**config.mk**
```make
export PLATFORM = sky130hd
export DESIGN_NAME = gyro_selftest_seq
export DESIGN_NICKNAME = d
export VERILOG_FILES = /design/src/rtl/gst_pkg.sv /design/src/rtl/gst_word_sel.sv /design/src/rtl/gst_judge.sv /design/src/rtl/gyro_selftest_seq.sv
export SDC_FILE = /design/constraint.sdc
export NUM_CORES = 1
export LEC_CHECK = 0
export CORE_MARGIN = 2
export CORE_UTILIZATION = 35
export CTS_CLUSTER_DIAMETER = 120
export DETAILED_ROUTE_END_ITERATION = 7
export DONT_BUFFER_PORTS = 1
export PLACE_DENSITY = 0.58
export SLEW_MARGIN = 20
export SYNTH_ARGS = -nofsm -noshare
export SYNTH_HDL_FRONTEND = slang
export SYNTH_SLANG_ARGS = --single-unit
```
**constraint.sdc**
```tcl
create_clock -name clk -period 9.37 [get_ports clk]
set_input_delay 1.4055 -clock clk [delete_from_list [all_inputs] [get_ports clk]]
set_output_delay 1.4055 -clock clk [all_outputs]
set_load 0.03 [all_outputs]
```
**src/rtl/gst_pkg.sv**
```systemverilog
package gst_pkg;

    typedef enum logic [1:0] {
        ST_IDLE  = 2'd0,
        ST_REQ   = 2'd1,
        ST_WAIT  = 2'd2,
        ST_CHECK = 2'd3
    } gst_state_e;

    // Step numbering: order of the four transactions
    localparam logic [1:0] STEP_EXC_ON  = 2'd0;
    localparam logic [1:0] STEP_RD_ON   = 2'd1;
    localparam logic [1:0] STEP_EXC_OFF = 2'd2;
    localparam logic [1:0] STEP_RD_OFF  = 2'd3;

    // Control bytes: rate channel select with excitation field in the low bits
    localparam logic [7:0] CTRL_RATE_POS = 8'b0010_0010;
    localparam logic [7:0] CTRL_RATE_NEG = 8'b0010_0001;
    localparam logic [7:0] CTRL_RATE_OFF = 8'b0010_0000;

endpackage

```
**src/rtl/gst_word_sel.sv**
```systemverilog
module gst_word_sel
    import gst_pkg::*;
#(
    parameter int CW = 8
) (
    input  logic [1:0]    step_i,
    input  logic          neg_i,
    output logic          write_o,
    output logic [CW-1:0] data_o
);

    always_comb begin
        write_o = 1'b0;
        data_o  = '0;
        unique case (step_i)
            STEP_EXC_ON: begin
                write_o = 1'b1;
                data_o  = CW'(neg_i ? CTRL_RATE_NEG : CTRL_RATE_POS);
            end
            STEP_EXC_OFF: begin
                write_o = 1'b1;
                data_o  = CW'(CTRL_RATE_OFF);
            end
            default: begin
                write_o = 1'b0;
                data_o  = '0;
            end
        endcase
    end

endmodule

```
**src/rtl/gst_judge.sv**
```systemverilog
module gst_judge #(
    parameter int DW      = 14,
    parameter int TOL_W   = 13,
    parameter int EXP_MAG = 6226
) (
    input  logic [DW-1:0]    on_i,
    input  logic [DW-1:0]    off_i,
    input  logic             neg_i,
    input  logic [TOL_W-1:0] tol_i,
    output logic [DW:0]      diff_o,
    output logic             pass_o
);

    localparam int DIFF_W = DW + 1;
    localparam int ERR_W  = DIFF_W + 1;
    localparam logic signed [ERR_W-1:0] EXP_V = ERR_W'(EXP_MAG);

    logic [DIFF_W-1:0]       diff;
    logic signed [ERR_W-1:0] diff_x;
    logic signed [ERR_W-1:0] err;
    logic [ERR_W-1:0]        mag;
    logic [ERR_W-1:0]        tol_x;
    logic                    sign_ok;

    always_comb begin
        diff    = DIFF_W'(on_i) - DIFF_W'(off_i);
        diff_x  = {diff[DIFF_W-1], diff};
        err     = neg_i ? (diff_x + EXP_V) : (diff_x - EXP_V);
        mag     = err[ERR_W-1] ? ERR_W'(-err) : ERR_W'(err);
        tol_x   = ERR_W'(tol_i);
        sign_ok = neg_i ? diff[DIFF_W-1]
                        : (!diff[DIFF_W-1] && (diff != '0));
        diff_o  = diff;
        pass_o  = sign_ok && (mag <= tol_x);
    end

endmodule

```
**src/rtl/gyro_selftest_seq.sv**
```systemverilog
module gyro_selftest_seq
    import gst_pkg::*;
#(
    parameter int DW      = 14,
    parameter int TOL_W   = 13,
    parameter int CW      = 8,
    parameter int EXP_MAG = 6226
) (
    input  logic             clk,
    input  logic             rst_n,
    input  logic             start_i,
    input  logic             polarity_i,
    input  logic [TOL_W-1:0] tol_i,
    output logic             req_valid_o,
    output logic             req_write_o,
    output logic [CW-1:0]    req_data_o,
    input  logic             req_ready_i,
    input  logic             rsp_valid_i,
    input  logic [DW-1:0]    rsp_data_i,
    output logic             done_o,
    output logic             pass_o,
    output logic [DW:0]      diff_o
);

    typedef struct packed {
        gst_state_e       st;
        logic [1:0]       step;
        logic             neg;
        logic [TOL_W-1:0] tol;
        logic [DW-1:0]    rd_on;
        logic [DW-1:0]    rd_off;
        logic             done;
        logic             pass;
        logic [DW:0]      diff;
    } regs_t;

    regs_t r_q, r_d;

    logic          j_pass;
    logic [DW:0]   j_diff;

    gst_word_sel #(.CW(CW)) u_word (
        .step_i  (r_q.step),
        .neg_i   (r_q.neg),
        .write_o (req_write_o),
        .data_o  (req_data_o)
    );

    gst_judge #(.DW(DW), .TOL_W(TOL_W), .EXP_MAG(EXP_MAG)) u_judge (
        .on_i   (r_q.rd_on),
        .off_i  (r_q.rd_off),
        .neg_i  (r_q.neg),
        .tol_i  (r_q.tol),
        .diff_o (j_diff),
        .pass_o (j_pass)
    );

    always_comb begin
        r_d      = r_q;
        r_d.done = 1'b0;
        unique case (r_q.st)
            ST_IDLE: begin
                if (start_i) begin
                    r_d.st   = ST_REQ;
                    r_d.step = STEP_EXC_ON;
                    r_d.neg  = polarity_i;
                    r_d.tol  = tol_i;
                end
            end
            ST_REQ: begin
                if (req_ready_i) r_d.st = ST_WAIT;
            end
            ST_WAIT: begin
                if (rsp_valid_i) begin
                    if (r_q.step == STEP_RD_ON)  r_d.rd_on  = rsp_data_i;
                    if (r_q.step == STEP_RD_OFF) r_d.rd_off = rsp_data_i;
                    if (r_q.step == STEP_RD_OFF) begin
                        r_d.st = ST_CHECK;
                    end else begin
                        r_d.st   = ST_REQ;
                        r_d.step = r_q.step + 2'd1;
                    end
                end
            end
            ST_CHECK: begin
                r_d.st   = ST_IDLE;
                r_d.done = 1'b1;
                r_d.pass = j_pass;
                r_d.diff = j_diff;
            end
            default: r_d.st = ST_IDLE;
        endcase
    end

    always_ff @(posedge clk) begin
        if (!rst_n) r_q <= '0;
        else        r_q <= r_d;
    end

    assign req_valid_o = (r_q.st == ST_REQ);
    assign done_o      = r_q.done;
    assign pass_o      = r_q.pass;
    assign diff_o      = r_q.diff;

endmodule

```
==> results of run 1 <==
-- metal layers --
layer | GRT usage, % | routed length (microns) | vias to the layer above
met5 | 0 | 0 | -
met4 | 5.72 | 136 | 0
met3 | 3.83 | 427 | 12
met2 | 26.1 | 4990 | 66
met1 | 17.3 | 4600 | 1727
li1 | - | - | 1905
-- cell usage in the layout, fill, tap and decap left out, types with 2 or more instances in the layout --
master     netlist  routed
nand3_1         11      11
nor3b_1          2       2
mux2i_1          3       3
o21ai_0         20      20
ha_1            47      47
or2_1            2       2
nor3_1           5       5
nand3b_1         3       3
dfxtp_1         63      63
inv_1           40      40
nand2_1        120     120
o21ai_1          3       3
nor2_1          31      31
o31ai_1          2       2
xnor2_1         19      19
nor2b_1          9       9
or2_2            2       2
a21boi_0        50      50
a2bb2oi_1        2       2
a31oi_1          6       6
a31o_2           2       2
and2_0           2       2
o21a_1           7       7
a211oi_1         3       3
o22ai_1          2       2
and2_1           8       8
clkbuf_16        0       9
o21bai_1         2       2
o211a_1          3       3
xor2_1          11      11
conb_1           1       5
a21o_1           4       4
a311oi_2         2       2
nand4_1          4       4
bufinv_16        0       3
nand2b_1         8       8
a21oi_1         15      15
fa_1             2       2
or3_1            3       3
-- kinds of logic after synthesis --
group	Yosys count	share of synthesized area, %
mux	3	0.660
flops	63	27.7
fa+ha+maj	49	13.8
buf+inv	79	8.25
xor+xnor	30	5.77
other cells	1	0.0824
compound gates	139	22.3
simple gates	216	21.4
-- final cells by class --
cell class                      instances  share of cell area (%)
Multi-Input combinational cell        442                    59.7
Sequential cell                        63                    25.7
Clock buffer                            9                    4.59
Tap cell                              172                    4.38
Inverter                               40                    3.06
Clock inverter                          7                    2.45
Timing Repair Buffer                    1                   0.153
-- sequential cells by signal, summed over array words and instances, names as in the netlist --
register  flops
done_o        1
diff_o       15
r_q          46
pass_o        1
-- through the flow --
stage          hold slack (ns)  cell area [sq um]  setup slack (ns)
3_5_place_dp             0.456               4560              4.12
4_1_cts                  0.464               4910              4.10
3_3_place_gp             0.452               4560              4.24
5_1_grt                  0.478               4910              3.55
6_report                 0.462               4910              4.10
2_1_floorplan            0.443               4570              4.75
-- cells in the mapped netlist (3+ instances only) --
cell type | n | area [sq um]
xnor2_1 | 19 | 166
nor2b_1 | 9 | 56.3
nand2_1 | 120 | 450
and2_1 | 8 | 50.1
clkbuf_1 | 18 | 67.6
nand3_1 | 11 | 55.1
o21a_1 | 7 | 52.6
a21boi_0 | 50 | 375
inv_1 | 40 | 150
o21ai_1 | 3 | 15.0
buf_4 | 21 | 158
ha_1 | 47 | 588
o21ai_0 | 20 | 100
a21o_1 | 4 | 30.0
nand3b_1 | 3 | 22.5
nor2_1 | 31 | 116
nor3_1 | 5 | 25.0
nand2b_1 | 8 | 50.1
dfxtp_1 | 63 | 1260
xor2_1 | 11 | 96.3
or3_1 | 3 | 18.8
mux2i_1 | 3 | 30.0
a211oi_1 | 3 | 22.5
a31oi_1 | 6 | 37.5
nand4_1 | 4 | 25.0
o211a_1 | 3 | 30.0
a21oi_1 | 15 | 75.1
-- final timing paths --
check,slack (ns),from,to,cells past startpoint
setup / recovery,4.10,r_q[31]$_SDFFE_PN0P_,pass_o$_SDFFE_PN0P_,27
hold / removal,0.46,r_q[47]$_SDFFE_PN0P_,r_q[47]$_SDFFE_PN0P_,2
setup reg to reg,4.10,r_q[31]$_SDFFE_PN0P_,pass_o$_SDFFE_PN0P_,27
hold reg to reg,0.46,r_q[47]$_SDFFE_PN0P_,r_q[47]$_SDFFE_PN0P_,2
-- worst register-to-register path, cell delays in order (launching register included) --
cell	delay, ns
dfxtp_1	0.33
inv_1	0.05
ha_1	0.19
fa_1	0.41
nor2b_1	0.18
o31ai_1	0.12
a21oi_1	0.23
a31oi_1	0.19
xnor2_1	0.26
inv_1	0.08
ha_1	0.37
nand3_1	0.14
o31ai_2	0.41
nor3_2	0.09
o211ai_2	0.20
o21ai_2	0.14
nand2_1	0.09
o21ai_0	0.09
ha_1	0.30
nor2b_1	0.13
o21a_1	0.16
o21a_1	0.16
o21ai_0	0.13
nand2b_1	0.07
a31oi_1	0.24
a2bb2oi_1	0.21
o41ai_2	0.09
a2bb2oi_1	0.13
-- power breakdown --
part	total [W]	switching, W	leakage (nW)	internal [W]
combinational	0.0000832	0.0000480	1.23	0.0000351
clock	0.000392	0.000131	0.166	0.000261
sequential	0.000279	0.00000569	0.510	0.000273
total	0.000754	0.000185	1.90	0.000569
==> results by group, run 1 <==
Yosys
  – Synth Flop Type: dfxtp_1
  – Seq/Total Area, Yosys: 27.7%
  – Cell Area, Synth: 0.00455 sq mm
  – Warning count from the yosys run: 0
  – Cell variety after synth: slightly above 60
  – Synthesized instance count: 580
  – Post-synthesis register bit count: 63
  – Fraction of registers with async set/reset: 0%
  – Post-synth EDFFs: 0
  – Mapped Avg Cell Area: between 7 and 8 sq um

Global route
  – Grt ovf: 0
  – Total track usage: roughly 15%
  – Initial antenna violation count: 0
  – Largest net degree at the start of global routing: 64
  – Global-route wire length before repair: roughly 17,000 microns
  – Number of global-route vias before repair: about 3,600

Clock network
  – CTS Hold Buffers Added: 0
  – CTS sink cnt: 63
  – Post-CTS setup buffer count: 0
  – CTS H-Tree Depth: 3
  – Total CTS buffers: 9
  – Clk Latency, worst-skew pair: 0.33 ns
  – CTS root buffer: clkbuf_16
  – Resized cells post-CTS: 0
  – Clock slew at reported path FFs: 0.06 ns
  – Longest Clk Path Bufs: 2
  – CTS tree: yes

Timing
  – Final Hold Vio Count: 0
  – Count of final setup violators: 0
  – Least-Margin Pin Slew: around 0.87 ns
  – Max Fclk: ~0.19 GHz
  – Slew Limit Fails: 0
  – RSZ-0062 raised after global routing: no
  – Clock skew: slightly above 0.009 ns
  – Post-layout min period: around 5.3 ns
  – Worst relative slew slack: a little over two fifths
  – Setup_tns: 0 ns
  – Fin crit share: between 50 and 60%

Cells and area
  – Share of cells above drive strength 1: under 10%
  – Fillers: 1,298
  – Final core utilization: 38.7%
  – Final Instance Count excl. Fillers: 734
  – Synth-to-Final Area Change: 7.86%
  – Ant. Diodes: 0
  – Register area: ~0.0013 sq mm
  – Multi-input gate area: about 0.003 sq mm
  – Final net count: 639

Setup path
  – Crit Path Max Fanout: 8
  – Worst Path Class, Setup: flip-flop to flip-flop
  – Critical path's slowest cell: fa_1
  – CP Data Arrival Time: ~5.5 ns
  – Crit. End Element: flip-flop
  – Buffers plus inverters on the worst setup path: 2
  – CP dominant cell by count: ha_1
  – Crit start category: flip-flop
  – Critical path required time: between 9 and 10 ns
  – CP delay by family, top: compound AO/OA/AOI/OAI gates
  – Max incr delay on CP: between 0.4 and 0.5 ns

Route
  – DR vias/cell: 5.05
  – Detailed Routing Iterations Pass 1: 4
  – Via count: 3,710
  – Post-route DRC: 0
  – WL per Instance: between 10 and 15 microns
  – DRT antenna net count: 0
  – Final WL: slightly above 10,000 microns
  – Initial DRC Count: between 100 and 150

Floorplanning
  – IO Count: 60
  – Full die area: 0.0139 sq mm
  – Row count: about 40
  – Die width: between 100 and 150 microns
  – Starting Density: around 36%
  – Core area: 0.0127 sq mm
  – Die Span Y: between 100 and 150 microns

Power and ir drop
  – Final Power: 0.000754 W
  – Maximum vdd drop: ~0.00006 V
  – Pwr/cell area: 154 mW/mm^2
  – Leakage power: between 1.5 and 2 nW

Hold path
  – Worst hold path class: flip-flop to flip-flop

Run status
  – Status: completed

Place
  – Placed insts: 718
  – Post-DP HPWL: a little under 8000 microns
  – GP Congestion: about 0.83
  – PortBufs: 0

Job
  – Max-cap violations: 0
No activity file was read; power rests on OpenSTA's default activity.
==> inputs of run 2 (changes only) <==
- PLACE_DENSITY: 0.58 -> 0.6
- clock period: 9.37 -> 4.8 ns (I/O delays scaled with it)
==> results by group, run 2 (synthesized netlist as in run 1, its figures left out) <==
Route
  – DRT antenna net count: 0
  – DR vias/cell: between 4 and 5
  – Detailed Routing Iterations Pass 1: 4
  – Post-route DRC: 0
  – Final WL: ~11,000 microns
  – WL per Instance: about 14 microns
  – Via count: just under 4,000
  – Initial DRC Count: 124

Cells and area
  – Share of cells above drive strength 1: around a fifth
  – Max FFs per register: 46
  – Commonest cells after routing, fill and taps aside: 118 x nand2_1, 60 x dfxtp_1, 59 x buf_4
  – Ant. Diodes: 0
  – Most common cell after layout, fill and taps aside: nand2_1
  – Final net count: between 600 and 700
  – Register area: ~0.0013 sq mm
  – Multi-input gate area: 0.00316 sq mm
  – Fillers: approximately 1,300
  – Biggest register: r_q
  – Synth-to-Final Area Change: 22.7%

Floorplanning
  – Die width: between 100 and 150 microns
  – IO Count: 60
  – Die Span Y: ~120 microns
  – Full die area: between 0.01 and 0.015 sq mm
  – Core area: around 0.013 sq mm
  – Starting Density: around 36%
  – Row count: 41

Hold path
  – Worst hold path class: flip-flop to flip-flop

Clock network
  – CTS root buffer: clkbuf_16
  – Clock slew at reported path FFs: around 0.060 ns
  – Total CTS buffers: 9
  – Longest Clk Path Bufs: 2
  – CTS H-Tree Depth: 3
  – Clk Latency, worst-skew pair: 0.34 ns
  – CTS sink cnt: between 60 and 70
  – CTS tree: yes

Global route
  – Total track usage: about 16%
  – Grt ovf: 0
  – Initial antenna violation count: 0
  – Global-route wire length before repair: ~18,000 microns
  – Largest net degree at the start of global routing: between 60 and 70
  – Number of global-route vias before repair: between 3,000 and 4,000

Setup path
  – CP Data Arrival Time: roughly 5.1 ns
  – Worst Path Class, Setup: flip-flop to flip-flop
  – Critical path required time: roughly 5.1 ns
  – Crit Path Max Fanout: 5
  – Crit. End Element: flip-flop
  – Crit start category: flip-flop

Place
  – Post-DP HPWL: 8270 microns
  – PortBufs: 0
  – Place WS: -0.231 ns
  – GP Congestion: approximately 0.84

Timing
  – Final Worst Setup Slack: -0.0344 ns
  – Slew Limit Fails: 0
  – Fin crit share: 101%
  – Least-Margin Pin Slew: approximately 0.85 ns
  – RSZ-0062 raised after global routing: yes
  – Final Hold Vio Count: 0
  – Final hold slack: around 0.46 ns
  – Count of final setup violators: 1
  – Clock skew: ~0.0061 ns
  – Max Fclk: ~0.21 GHz
  – Post-layout min period: roughly 4.8 ns
  – Worst relative slew slack: a little over two fifths

Power and ir drop
  – Maximum vdd drop: between 0.0002 and 0.00025 V
  – Pwr/cell area: 269 mW/mm^2
  – Leakage power: between 2 and 2.5 nW
  – Sequential share of power: 36.1%
  – Comb pwr share: 14.0%
  – Internal Power: 0.00113 W
  – Net Sw Power: approximately 0.00037 W
  – Switch share: between 20% and 30%
  – Clk pwr share: ~50%

Job
  – Max-cap violations: 0

Run status
  – Failing checks: setup timing
  – Status: complete, but fails checks
[run 2: cell count changes in the layout (fill, tap and decap cells not counted), moves of 3 or more]
cell / change
buf_4: +58
a21oi_2: +4
o21ai_2: +3
dfxtp_1: -3
nor2_1: -3
a21oi_1: -4
xnor2_2: +4
ha_1: -5
xnor2_1: -4
ha_2: +3
o21ai_0: -4
dfxtp_2: +3
[run 2: final timing paths]
| check | start | endpoint | slack, ns | cells past startpoint |
|---|---|---|---|---|
| setup / recovery | r_q[31]$_SDFFE_PN0P_ | pass_o$_SDFFE_PN0P_ | -0.03 | 27 |
| setup reg to reg | r_q[31]$_SDFFE_PN0P_ | pass_o$_SDFFE_PN0P_ | -0.03 | 27 |
| hold / removal | r_q[35]$_SDFFE_PN0P_ | r_q[35]$_SDFFE_PN0P_ | 0.46 | 2 |
| hold reg to reg | r_q[35]$_SDFFE_PN0P_ | r_q[35]$_SDFFE_PN0P_ | 0.46 | 2 |
[run 2: power groups by stage]
stage	Combinational, W	Clock, W	Sequential (W)
6_report	0.000210	0.000751	0.000543
5_1_grt	0.000235	0.000789	0.000544
4_1_cts	0.000188	0.000768	0.000543
3_5_place_dp	0.000184	0	0.000554
3_3_place_gp	0.000178	0	0.000554
2_1_floorplan	0.000150	0	0.000550
[run 2: metrics by stage]
step | setup TNS (ns) | util [%] | power (W) | std cells | area [sq um]
5_1_grt | -0.354 | 44.1 | 0.00157 | 793 | 5580
2_1_floorplan | 0 | - | 0.000700 | 584 | 4570
4_1_cts | 0 | 42.2 | 0.00150 | 786 | 5340
6_report | -0.0344 | 44.1 | 0.00150 | 793 | 5580
3_3_place_gp | -0.115 | 39.0 | 0.000732 | 769 | 4950
3_5_place_dp | -0.231 | 39.0 | 0.000738 | 769 | 4950
[run 2: layout make-up]
type                    instances  share of cell area [%]
inverters                      40                    2.69
multi-input cells             442                    56.6
clock buffers                  10                    4.10
flip-flops and latches         63                    22.7
clock inverters                 6                    1.95
repair buffers                 60                    8.14
well taps                     172                    3.85
[run 2: what timing repair did]
action / CTS / global route
gates resized for setup: 11 / 41
hold buffers: 0 / 0
hold endpoints to repair: 0 / 0
endpoints found under the setup margin: 1 / 1
setup buffers: 1 / 7
pin swaps: 2 / 22
[run 2: per-layer routing]
| layer | up-vias | wire, microns | GRT usage (%) |
|---|---|---|---|
| li1 | 2014 | - | - |
| met1 | 1830 | 4670 | 18.1 |
| met2 | 66 | 5540 | 27.5 |
| met3 | 14 | 534 | 4.75 |
| met4 | 0 | 181 | 6.02 |
| met5 | - | 0 | 0 |
[run 2: worst max-delay path, stage by stage (launching register included)]
cell and delay (ns):
dfxtp_2 0.33, inv_2 0.04, ha_4 0.15, fa_2 0.42
nor2b_4 0.16, o31ai_4 0.09, nand2b_1 0.09, a21o_1 0.14
xnor2_2 0.13, inv_1 0.06, ha_2 0.17, a2111o_1 0.34
a311oi_4 0.35, o31ai_4 0.12, nor3_2 0.23, o211ai_2 0.12
o21a_2 0.17, nor2_1 0.14, xor2_1 0.18, ha_1 0.28
nand4_1 0.19, nor2_4 0.08, nand2_2 0.08, o2111ai_4 0.14
a31oi_4 0.20, a2bb2oi_2 0.15, o41ai_2 0.08, a2bb2oi_1 0.14
==> inputs of run 3 (changes only) <==
- CELL_PAD_IN_SITES_DETAIL_PLACEMENT: default -> 0
- CELL_PAD_IN_SITES_GLOBAL_PLACEMENT: default -> 1
- PLACE_DENSITY: 0.6 -> 0.73
==> results by group, run 3 (synthesized netlist as in run 1, its figures left out) <==
Run status
  – Status: completed

Global route
  – Grt ovf: 0
  – GR Util met3: under 10%
  – Met2 GRT Util: approximately 29%
  – Global-route wire length before repair: 18,300 microns
  – Total track usage: 16.0%
  – GR Layer Usage met1: between 10% and 20%
  – Largest net degree at the start of global routing: 64
  – GR peak layer: met2
  – Number of global-route vias before repair: 3,964
  – Initial antenna violation count: 0

Place
  – GP Congestion: 0.833
  – Place WS: -0.225 ns
  – PortBufs: 0
  – Post-DP HPWL: around 8300 microns

Cells and area
  – Ant. Diodes: 0
  – Final net count: around 690
  – Fillers: approximately 1,300
  – Biggest register: r_q
  – Final core utilization: between 40 and 50%
  – Most common cell after layout, fill and taps aside: nand2_1
  – Commonest cells after routing, fill and taps aside: 118 x nand2_1, 59 x dfxtp_1, 52 x buf_4
  – Register area: between 0.001 and 0.0015 sq mm
  – Multi-input gate area: 0.00317 sq mm
  – Max FFs per register: between 40 and 50
  – Synth-to-Final Area Change: 21.2%
  – Share of cells above drive strength 1: roughly a fifth

Floorplanning
  – IO Count: 60
  – Row count: 41
  – Core area: between 0.01 and 0.015 sq mm
  – Starting Density: between 30% and 40%
  – Die width: approximately 120 microns
  – Full die area: approximately 0.014 sq mm
  – Die Span Y: roughly 120 microns

Route
  – Detailed Routing Iterations Pass 1: 4
  – Final WL: about 11,000 microns
  – DR vias/cell: a little under 5
  – WL per Instance: 14.1 microns
  – Post-route DRC: 0
  – DRT antenna net count: 0
  – Initial DRC Count: roughly 130
  – Via count: approximately 3,900

Setup path
  – CP Data Arrival Time: just under 5 ns
  – Worst reg2reg path depth: 26
  – Critical path required time: between 5 and 6 ns
  – Worst Path Class, Setup: flip-flop to flip-flop
  – Crit Path Max Fanout: 4
  – Crit start category: flip-flop
  – R2R Path End: pass_o$_SDFFE_PN0P_
  – CP startpoint: r_q[18]$_SDFFE_PN0P_
  – Reg2reg setup slack: around 0.10 ns
  – Crit. End Element: flip-flop
  – Reg-to-Reg Start: r_q[18]$_SDFFE_PN0P_

Clock network
  – CTS H-Tree Depth: 3
  – CTS tree: yes
  – CTS sink cnt: 63
  – Total CTS buffers: 9
  – Longest Clk Path Bufs: 2
  – CTS root buffer: clkbuf_16
  – Clock slew at reported path FFs: 0.05 ns
  – Clk Latency, worst-skew pair: ~0.33 ns

Timing
  – RSZ-0062 raised after global routing: yes
  – Max Fclk: 0.213 GHz
  – Count of final setup violators: 0
  – Final Worst Setup Slack: 0.104 ns
  – Post-layout min period: 4.70 ns
  – Fin crit share: around 100%
  – Clock skew: 0.00610 ns
  – Slew Limit Fails: 0
  – Least-Margin Pin Slew: roughly 0.92 ns
  – Final Hold Vio Count: 0
  – Worst relative slew slack: 38.7%

Job
  – Max-cap violations: 0

Hold path
  – Worst hold path class: flip-flop to flip-flop
  – Hold_sp: r_q[54]$_SDFFE_PN0P_
  – Worst Hold Path EP: r_q[54]$_SDFFE_PN0P_
  – Hold depth: 2

Power and ir drop
  – Pwr/cell area: around 250 mW/mm^2
  – Maximum vdd drop: between 0.0001 and 0.00015 V
  – Leakage power: ~2.2 nW
-- run 3: worst max path at each step --
stage | slack, ns | endpoint
6_report | 0.10 | pass_o$_SDFFE_PN0P_
5_1_grt | -0.22 | pass_o$_SDFFE_PN0P_
4_1_cts | -0.02 | pass_o$_SDFFE_PN0P_
3_5_place_dp | -0.23 | pass_o$_SDFFE_PN0P_
3_3_place_gp | -0.08 | pass_o$_SDFFE_PN0P_
2_1_floorplan | 0.18 | pass_o$_SDFFE_PN0P_
-- run 3: metal layers --
metal	share of wire [%]	vias up
li1	-	2008
met1	44	1830
met2	50	65
met3	4.8	7
met4	1.0	0
met5	0	-
-- run 3: timing repair --
item | 4_1_cts | 5_1_grt
hold buffers | 0 | 0
resized for setup | 32 | 23
setup buffers | 6 | 3
pin swaps | 24 | 15
endpoints found under the setup margin | 1 | 1
-- run 3: worst max-delay path: stages, from the launching register on --
cell       delay (ns)
dfxtp_2          0.32
inv_1            0.05
ha_1             0.28
nand2b_1         0.11
a21oi_2          0.08
o21ai_2          0.18
nor2b_4          0.20
xnor2_2          0.13
ha_1             0.27
a2111o_1         0.46
a311oi_4         0.35
o31ai_4          0.09
nor3_2           0.15
o211ai_2         0.11
o21ai_2          0.13
buf_6            0.14
buf_12           0.09
nand2_4          0.04
xnor2_2          0.13
ha_1             0.31
nor2b_1          0.13
o21ai_1          0.15
o2111ai_2        0.14
a31oi_2          0.21
a2bb2oi_2        0.16
o41ai_2          0.08
a2bb2oi_1        0.13
-- run 3: per-stage QoR --
step	area (sq um)	setup TNS [ns]	std cells	hold slack (ns)	power [W]
2_1_floorplan	4570	0	584	0.443	0.000700
3_3_place_gp	4910	-0.0802	762	0.453	0.000735
5_1_grt	5520	-0.218	787	0.487	0.00145
6_report	5520	0	787	0.461	0.00139
3_5_place_dp	4910	-0.225	762	0.459	0.000740
4_1_cts	5380	-0.0173	784	0.466	0.00139
-- run 3: final cells by class --
class,count,area share [%]
multi-input cells,442,57.5
flip-flops and latches,63,23.0
repair buffers,54,7.64
clock buffers,10,4.15
well taps,172,3.90
inverters,40,2.72
clock inverters,6,1.11
-- run 3: power breakdown --
| part | internal (W) | switching [W] |
|---|---|---|
| logic | 0.0000919 | 0.000112 |
| registers | 0.000534 | 0.00000902 |
| clock network | 0.000400 | 0.000240 |
| total | 0.00103 | 0.000361 |
